## src/rtl/scsi_evt_pkg.sv

```systemverilog
package scsi_evt_pkg;

    typedef enum logic [1:0] {
        XFER_IDLE   = 2'd0,
        XFER_SEND   = 2'd1,
        XFER_TGT_RX = 2'd2,
        XFER_INI_RX = 2'd3
    } xfer_state_e;

    // event source indices (also the src_en bit order)
    localparam int SRC_SEL   = 0;
    localparam int SRC_EOP   = 1;
    localparam int SRC_BRST  = 2;
    localparam int SRC_PAR   = 3;
    localparam int SRC_PHASE = 4;
    localparam int SRC_DISC  = 5;
    localparam int NUM_SRC   = 6;

    // status byte positions
    localparam int ST_ACTIVE = 0;
    localparam int ST_BRST   = 1;
    localparam int ST_BUSY   = 2;
    localparam int ST_PHASE  = 3;
    localparam int ST_IRQ    = 4;
    localparam int ST_PARITY = 5;
    localparam int ST_SEL    = 6;
    localparam int ST_EOP    = 7;

endpackage

```

## src/rtl/scsi_start_decode.sv

```systemverilog
module scsi_start_decode #(
    parameter int ADDR_W       = 3,
    parameter int MODE_W       = 8,
    parameter int ADDR_SEND    = 5,
    parameter int ADDR_TGT     = 6,
    parameter int ADDR_INI     = 7,
    parameter int MODE_DMA_BIT = 1,
    parameter int MODE_TGT_BIT = 6
) (
    input  logic              clk,
    input  logic              rst_n,
    input  logic [ADDR_W-1:0] addr,
    input  logic              wr,
    input  logic [MODE_W-1:0] mode,
    input  logic              idle,
    output logic              go_send,
    output logic              go_tgt,
    output logic              go_ini,
    output logic              start_send,
    output logic              start_tgt,
    output logic              start_ini
);
    localparam logic [ADDR_W-1:0] A_SEND = ADDR_W'(ADDR_SEND);
    localparam logic [ADDR_W-1:0] A_TGT  = ADDR_W'(ADDR_TGT);
    localparam logic [ADDR_W-1:0] A_INI  = ADDR_W'(ADDR_INI);

    logic dma_on;
    logic tgt_on;

    assign dma_on = mode[MODE_DMA_BIT];
    assign tgt_on = mode[MODE_TGT_BIT];

    always_comb begin
        go_send = wr && idle && dma_on && (addr == A_SEND);
        go_tgt  = wr && idle && dma_on && tgt_on && (addr == A_TGT);
        go_ini  = wr && idle && dma_on && !tgt_on && (addr == A_INI);
    end

    always_ff @(posedge clk or negedge rst_n) begin
        if (!rst_n) begin
            start_send <= 1'b0;
            start_tgt  <= 1'b0;
            start_ini  <= 1'b0;
        end else begin
            start_send <= go_send;
            start_tgt  <= go_tgt;
            start_ini  <= go_ini;
        end
    end

    assert_tgt_mode_R3: assert property (@(posedge clk) disable iff (!rst_n)
        start_tgt |-> ($past(mode[MODE_TGT_BIT]) && $past(mode[MODE_DMA_BIT])));
    assert_ini_mode_R4: assert property (@(posedge clk) disable iff (!rst_n)
        start_ini |-> ($past(!mode[MODE_TGT_BIT]) && $past(mode[MODE_DMA_BIT])));
    assert_busy_reject_R5: assert property (@(posedge clk) disable iff (!rst_n)
        !idle |-> !(go_send || go_tgt || go_ini));

endmodule

```

## src/rtl/scsi_xfer_fsm.sv

```systemverilog
module scsi_xfer_fsm
    import scsi_evt_pkg::*;
(
    input  logic        clk,
    input  logic        rst_n,
    input  logic        go_send,
    input  logic        go_tgt,
    input  logic        go_ini,
    input  logic        dma_mode,
    input  logic        ev_eop,
    input  logic        ev_bus_reset,
    output xfer_state_e state,
    output logic        active
);
    xfer_state_e state_nx;

    always_ff @(posedge clk or negedge rst_n) begin
        if (!rst_n) state <= XFER_IDLE;
        else        state <= state_nx;
    end

    always_comb begin
        state_nx = state;
        unique case (state)
            XFER_IDLE: begin
                if (go_send)     state_nx = XFER_SEND;
                else if (go_tgt) state_nx = XFER_TGT_RX;
                else if (go_ini) state_nx = XFER_INI_RX;
            end
            XFER_SEND, XFER_TGT_RX, XFER_INI_RX: begin
                if (ev_eop || ev_bus_reset || !dma_mode) state_nx = XFER_IDLE;
            end
            default: state_nx = XFER_IDLE;
        endcase
    end

    assign active = (state != XFER_IDLE);

    assert_abort_R6: assert property (@(posedge clk) disable iff (!rst_n)
        (active && (ev_bus_reset || !dma_mode)) |=> (state == XFER_IDLE));
    assert_hold_R5: assert property (@(posedge clk) disable iff (!rst_n)
        (active && !ev_eop && !ev_bus_reset && dma_mode) |=> $stable(state));

endmodule

```

## src/rtl/scsi_flag_latch.sv

```systemverilog
module scsi_flag_latch #(
    parameter int N_SRC = 6
) (
    input  logic             clk,
    input  logic             rst_n,
    input  logic [N_SRC-1:0] ev,
    input  logic [N_SRC-1:0] en,
    input  logic             clr,
    output logic [N_SRC-1:0] flags,
    output logic             irq_flag
);
    for (genvar i = 0; i < N_SRC; i++) begin : g_flag
        always_ff @(posedge clk or negedge rst_n) begin
            if (!rst_n) flags[i] <= 1'b0;
            else        flags[i] <= (flags[i] && !clr) || ev[i];
        end

        assert_sticky_R10: assert property (@(posedge clk) disable iff (!rst_n)
            ev[i] |=> flags[i]);
    end

    always_ff @(posedge clk or negedge rst_n) begin
        if (!rst_n) irq_flag <= 1'b0;
        else        irq_flag <= (irq_flag && !clr) || (|(ev & en));
    end

    assert_irq_cause_R8: assert property (@(posedge clk) disable iff (!rst_n)
        $rose(irq_flag) |-> $past(|(ev & en)));
    assert_masked_R8: assert property (@(posedge clk) disable iff (!rst_n)
        (!irq_flag && ((ev & en) == '0)) |=> !irq_flag);
    assert_clear_R9: assert property (@(posedge clk) disable iff (!rst_n)
        (clr && (ev == '0)) |=> ((flags == '0) && !irq_flag));

endmodule

```

## src/rtl/scsi_irq_status.sv

```systemverilog
module scsi_irq_status
    import scsi_evt_pkg::*;
#(
    parameter int ADDR_W       = 3,
    parameter int DATA_W       = 8,
    parameter int ADDR_STATUS  = 5,
    parameter int ADDR_SEND    = 5,
    parameter int ADDR_TGT     = 6,
    parameter int ADDR_INI     = 7,
    parameter int ADDR_CLEAR   = 7,
    parameter int MODE_DMA_BIT = 1,
    parameter int MODE_TGT_BIT = 6
) (
    input  logic              clk,
    input  logic              rst_n,
    input  logic [ADDR_W-1:0] bus_addr,
    input  logic              bus_rd,
    input  logic              bus_wr,
    input  logic [DATA_W-1:0] bus_wdata,
    output logic [DATA_W-1:0] bus_rdata,
    input  logic [DATA_W-1:0] mode_bits,
    input  logic [5:0]        src_en,
    input  logic              ev_select,
    input  logic              ev_eop,
    input  logic              ev_bus_reset,
    input  logic              ev_parity,
    input  logic              ev_phase_mm,
    input  logic              ev_disconnect,
    output logic              irq,
    output logic              start_send,
    output logic              start_tgt_rx,
    output logic              start_ini_rx
);
    localparam logic [ADDR_W-1:0] A_STATUS = ADDR_W'(ADDR_STATUS);
    localparam logic [ADDR_W-1:0] A_CLEAR  = ADDR_W'(ADDR_CLEAR);

    logic              wdata_unused;
    logic              go_send, go_tgt, go_ini;
    logic              active;
    xfer_state_e       state;
    logic [NUM_SRC-1:0] ev_vec;
    logic [NUM_SRC-1:0] flags;
    logic              irq_flag;
    logic              clr;
    logic [DATA_W-1:0] status;

    assign wdata_unused = ^bus_wdata;

    scsi_start_decode #(
        .ADDR_W(ADDR_W), .MODE_W(DATA_W),
        .ADDR_SEND(ADDR_SEND), .ADDR_TGT(ADDR_TGT), .ADDR_INI(ADDR_INI),
        .MODE_DMA_BIT(MODE_DMA_BIT), .MODE_TGT_BIT(MODE_TGT_BIT)
    ) u_decode (
        .clk(clk), .rst_n(rst_n), .addr(bus_addr), .wr(bus_wr),
        .mode(mode_bits), .idle(!active),
        .go_send(go_send), .go_tgt(go_tgt), .go_ini(go_ini),
        .start_send(start_send), .start_tgt(start_tgt_rx), .start_ini(start_ini_rx)
    );

    scsi_xfer_fsm u_fsm (
        .clk(clk), .rst_n(rst_n),
        .go_send(go_send), .go_tgt(go_tgt), .go_ini(go_ini),
        .dma_mode(mode_bits[MODE_DMA_BIT]),
        .ev_eop(ev_eop), .ev_bus_reset(ev_bus_reset),
        .state(state), .active(active)
    );

    always_comb begin
        ev_vec            = '0;
        ev_vec[SRC_SEL]   = ev_select;
        ev_vec[SRC_EOP]   = ev_eop && active;
        ev_vec[SRC_BRST]  = ev_bus_reset;
        ev_vec[SRC_PAR]   = ev_parity;
        ev_vec[SRC_PHASE] = ev_phase_mm;
        ev_vec[SRC_DISC]  = ev_disconnect;
    end

    assign clr = bus_rd && (bus_addr == A_CLEAR);

    scsi_flag_latch #(.N_SRC(NUM_SRC)) u_flags (
        .clk(clk), .rst_n(rst_n), .ev(ev_vec), .en(src_en), .clr(clr),
        .flags(flags), .irq_flag(irq_flag)
    );

    always_comb begin
        status            = '0;
        status[ST_ACTIVE] = active;
        status[ST_BRST]   = flags[SRC_BRST];
        status[ST_BUSY]   = flags[SRC_DISC];
        status[ST_PHASE]  = flags[SRC_PHASE];
        status[ST_IRQ]    = irq_flag;
        status[ST_PARITY] = flags[SRC_PAR];
        status[ST_SEL]    = flags[SRC_SEL];
        status[ST_EOP]    = flags[SRC_EOP];
    end

    assign bus_rdata = (bus_rd && ((bus_addr == A_STATUS) || (bus_addr == A_CLEAR)))
                       ? status : '0;
    assign irq = irq_flag;

    assert_one_start_R2: assert property (@(posedge clk) disable iff (!rst_n)
        $onehot0({start_send, start_tgt_rx, start_ini_rx}));
    assert_send_cause_R2: assert property (@(posedge clk) disable iff (!rst_n)
        start_send |-> $past(bus_wr && (bus_addr == ADDR_W'(ADDR_SEND)) && mode_bits[MODE_DMA_BIT]));
    assert_pulse_short_R2: assert property (@(posedge clk) disable iff (!rst_n)
        start_send |=> !start_send);
    assert_active_after_start_R6: assert property (@(posedge clk) disable iff (!rst_n)
        (start_send || start_tgt_rx || start_ini_rx) |-> active);
    assert_quiet_rdata_R11: assert property (@(posedge clk) disable iff (!rst_n)
        !bus_rd |-> (bus_rdata == '0));

endmodule

```

## config.mk

```make
export PLATFORM = sky130hd
export DESIGN_NAME = scsi_irq_status
export DESIGN_NICKNAME = d
export VERILOG_FILES = /design/src/rtl/scsi_evt_pkg.sv /design/src/rtl/scsi_start_decode.sv /design/src/rtl/scsi_xfer_fsm.sv /design/src/rtl/scsi_flag_latch.sv /design/src/rtl/scsi_irq_status.sv
export SDC_FILE = /design/constraint.sdc
export NUM_CORES = 1
export LEC_CHECK = 0
export BUFFER_PORTS_ARGS = -buffer_cell sky130_fd_sc_hd__buf_2
export CAP_MARGIN = 20
export CORE_MARGIN = 2
export CORE_UTILIZATION = 35
export DETAILED_ROUTE_END_ITERATION = 7
export GPL_TIMING_DRIVEN = 0
export HOLD_SLACK_MARGIN = 0.08
export PLACE_DENSITY = 0.81
export RECOVER_POWER = 25
export SLEW_MARGIN = 30
export SYNTH_ARGS = -nofsm -noshare
export SYNTH_HDL_FRONTEND = slang
export SYNTH_SLANG_ARGS = --single-unit
```

## constraint.sdc

```tcl
create_clock -name clk -period 1.55 [get_ports clk]
set_input_delay 0.2325 -clock clk [delete_from_list [all_inputs] [get_ports clk]]
set_output_delay 0.2325 -clock clk [all_outputs]
set_load 0.02 [all_outputs]
```

==> results.md <==
* Status: completed
* Max VDD drop at 432.6 uV
* Crit path max-delay cell type: dfrtp_1
* Vias per cell at 5.188
* Final setup violation count at 0
* Row cnt at 14
* Skew final at 0.01237 ns
* Crit path buffers/inverters at 1
* CP Class: register to output port
* Crit path cell chain: or2_4, and2_2, buf_6
* Logic pwr share at 0.152
* Final estimated routing congestion in global placement at 0.7714
* FF+latch count, synth at 12
* Worst Setup End Kind: output port
* Slew Limit Headroom at 0.5827
* Setup TNS at 0 ns
* Final #Nets at 121
* Die W at 43.53 um
* Share of power burned in the clock network at 0.370
* Initial antenna violation count at 0
* Residual DRC at 0
* First-pass GRT wire length at 2125 um
* Pre-CTS setup slack at 0.1928 ns
* CTS sink cnt at 12
* Sequential share of power at 0.478
* CP Launch Type: register
* Syn_nets at 81
* Worst Setup EP: bus_rdata[0]
* Sequential-to-total area share from yosys stat at 0.5492
* DRT iter0 DRCs at 14
* Routed WL at 1389 um
* Final worst slack at 0.04251 ns
* Unrepaired setup endpoints after global routing: no
* Root Driver: clkbuf_4
* Most common cell after layout, fill and taps aside: buf_2
* Critical path's largest stage delay at 0.42 ns
* I/O pin cnt at 47
* Maximum buffer depth of the clock tree at 2
* Synth area leaders: dfrtp_1 55%, and2_1 8.0%, a21o_1 6.9%, nor3b_1 4.1%, nand4_1 2.3%
* Slew Limit Fails at 0
* Most frequent cells in the layout: 30 x buf_2, 12 x dfrtp_1, 7 x and2_1
* Worst-path clk slew at 0.09 ns
* Congestion Overflow GR at 0
* CTS Buf Count at 3
* Cell count after synthesis at 46
* Switching Power at 177.1 uW
* CTS tree: done
* Origin of the critical flop-to-flop path: u_fsm.state[0]$_DFFE_PN0P_
* Total global-route track usage at 0.1544
* DP Cell Count at 94
* Worst Setup SP: u_fsm.state[0]$_DFFE_PN0P_
* CP top delay family: simple AND/OR/NAND/NOR gates
* Routed WL per cell at 13.75 um
* ANT cells at 0
* Post-synth top area share at 0.5492
* R2r setup slk at 0.17 ns
* Fin. Hold Viols at 0
* Vias at 524
* Core Box Area at 1489 um2
* Number of global-route vias before repair at 512
* Yosys top cell by area: dfrtp_1
* Final Non-Filler Cells at 101
* Fin util at 0.5328
* Max-cap viol count at 0
* Area growth syn-to-layout at 45.08%
* Hold Path Class: primary input to register
* Later-pin clock latency in the skew report at 0.28 ns
* Count of different cell masters after synthesis at 20
* Worst-margin pin slew at 0.6259 ns
* Syn. warnings at 0
* Die Area at 1894 um2
* Leak at 0.3983 nW
* Final HPWL from detailed placement at 982.3 um
* Number of cells on the critical path at 3
* Power Density at 881.1 nW/um2
* Register area at 300.3 um2
* Layout cells sized above 1 at 0.5059
* Synthesized area at 546.8 um2
* Fillers at 142
* Multi-input gate area at 246.5 um2
* Antenna viol nets, final at 0
* First-pass DRT Iterations at 4
* Reg2Reg Depth at 3
* Hold slack at 0.1349 ns
* FMAX at 663.4 MHz
* CP max FO at 4
* Min cycle time layout at 1.507 ns
* Period utilization at 0.9726
* Internal power at 521.8 uW
* CP required at 1.32 ns
* Pin count of the biggest net entering global routing at 13
* Starting density of the core at 0.3672
* Net Sw Frac at 0.2534
* IO Port Bufs at 32
* H-tree Lvls at 1
* Worst EP arrival at 1.27 ns
* Syn_area_per_cell at 11.89 um2
* Die H at 43.53 um
* Crit Reg-Reg Endpoint: u_fsm.state[1]$_DFFE_PN0P_
-- layout make-up --
class | instances | area share
Sequential cell | 12 | 0.3785
Multi-Input combinational cell | 34 | 0.3107
Clock buffer | 4 | 0.04574
Timing Repair Buffer | 35 | 0.2397
Tap cell | 16 | 0.02524
-- routing by layer --
layer | vias up | routed length (um) | global-route usage
met3 | 2 | 50 | 0.02917
met1 | 255 | 558 | 0.1746
met2 | 15 | 768 | 0.2776
met5 | - | 0 | 0
met4 | 0 | 11 | 0.07273
li1 | 252 | - | -
-- logic make-up after synthesis --
kind of cell	count (synthesis)	share of synthesized area
flip-flops	12	0.5492
XOR/XNOR	1	0.01602
AO/OA/AOI/OAI	12	0.1900
AND/OR/NAND/NOR	21	0.2448
-- state kept, by name, indices dropped and copies added, names as in the netlist --
name                 count
u_decode.start_ini       1
u_decode.start_send      1
u_decode.start_tgt       1
u_flags.flags            6
u_flags.irq_flag         1
u_fsm.state              2
-- worst min path at each step --
stage                     startpoint                           end  cells past startpoint
after floorplan                rst_n  u_decode.start_ini$_DFF_PN0_                      0
after global placement         rst_n    u_flags.flags[4]$_DFF_PN0_                      1
after detailed placement       rst_n    u_flags.flags[4]$_DFF_PN0_                      1
after CTS                  ev_parity    u_flags.flags[3]$_DFF_PN0_                      2
after global routing       ev_select    u_flags.flags[0]$_DFF_PN0_                      2
final                      ev_parity    u_flags.flags[3]$_DFF_PN0_                      2
-- power groups by stage --
stage	combinational (mW)	clock [mW]	sequential (mW)
final	0.106	0.259	0.334
after global placement	0.0986	0	0.339
after CTS	0.103	0.260	0.334
after global routing	0.115	0.277	0.336
after floorplan	0.0459	0	0.339
after detailed placement	0.100	0	0.340
-- cell usage after synthesis, drive strengths merged --
cell type	number
xnor2	1
and2	8
a22o	1
a2111oi	1
and3	1
a32oi	1
dfrtp	12
a22oi	1
nand4	2
nand2	3
nor3	1
or2	1
o31ai	1
a21o	6
nand3	1
a222oi	1
nor3b	3
or3	1
-- metrics by stage --
step                      total power [mW]  instance area [um2]
final                               0.6989                793.3
after global routing                0.7286                793.3
after CTS                           0.6971                773.2
after detailed placement            0.4403                726.9
after global placement              0.4376                726.9
after floorplan                     0.3854                546.8
-- repair_timing --
item	CTS	global route
hold buffers	1	0
endpoints found under the hold margin	12	0
setup endpoints to repair	0	1
setup buffers	0	2
resized for setup	0	2
(Power assumes the default switching activity.)
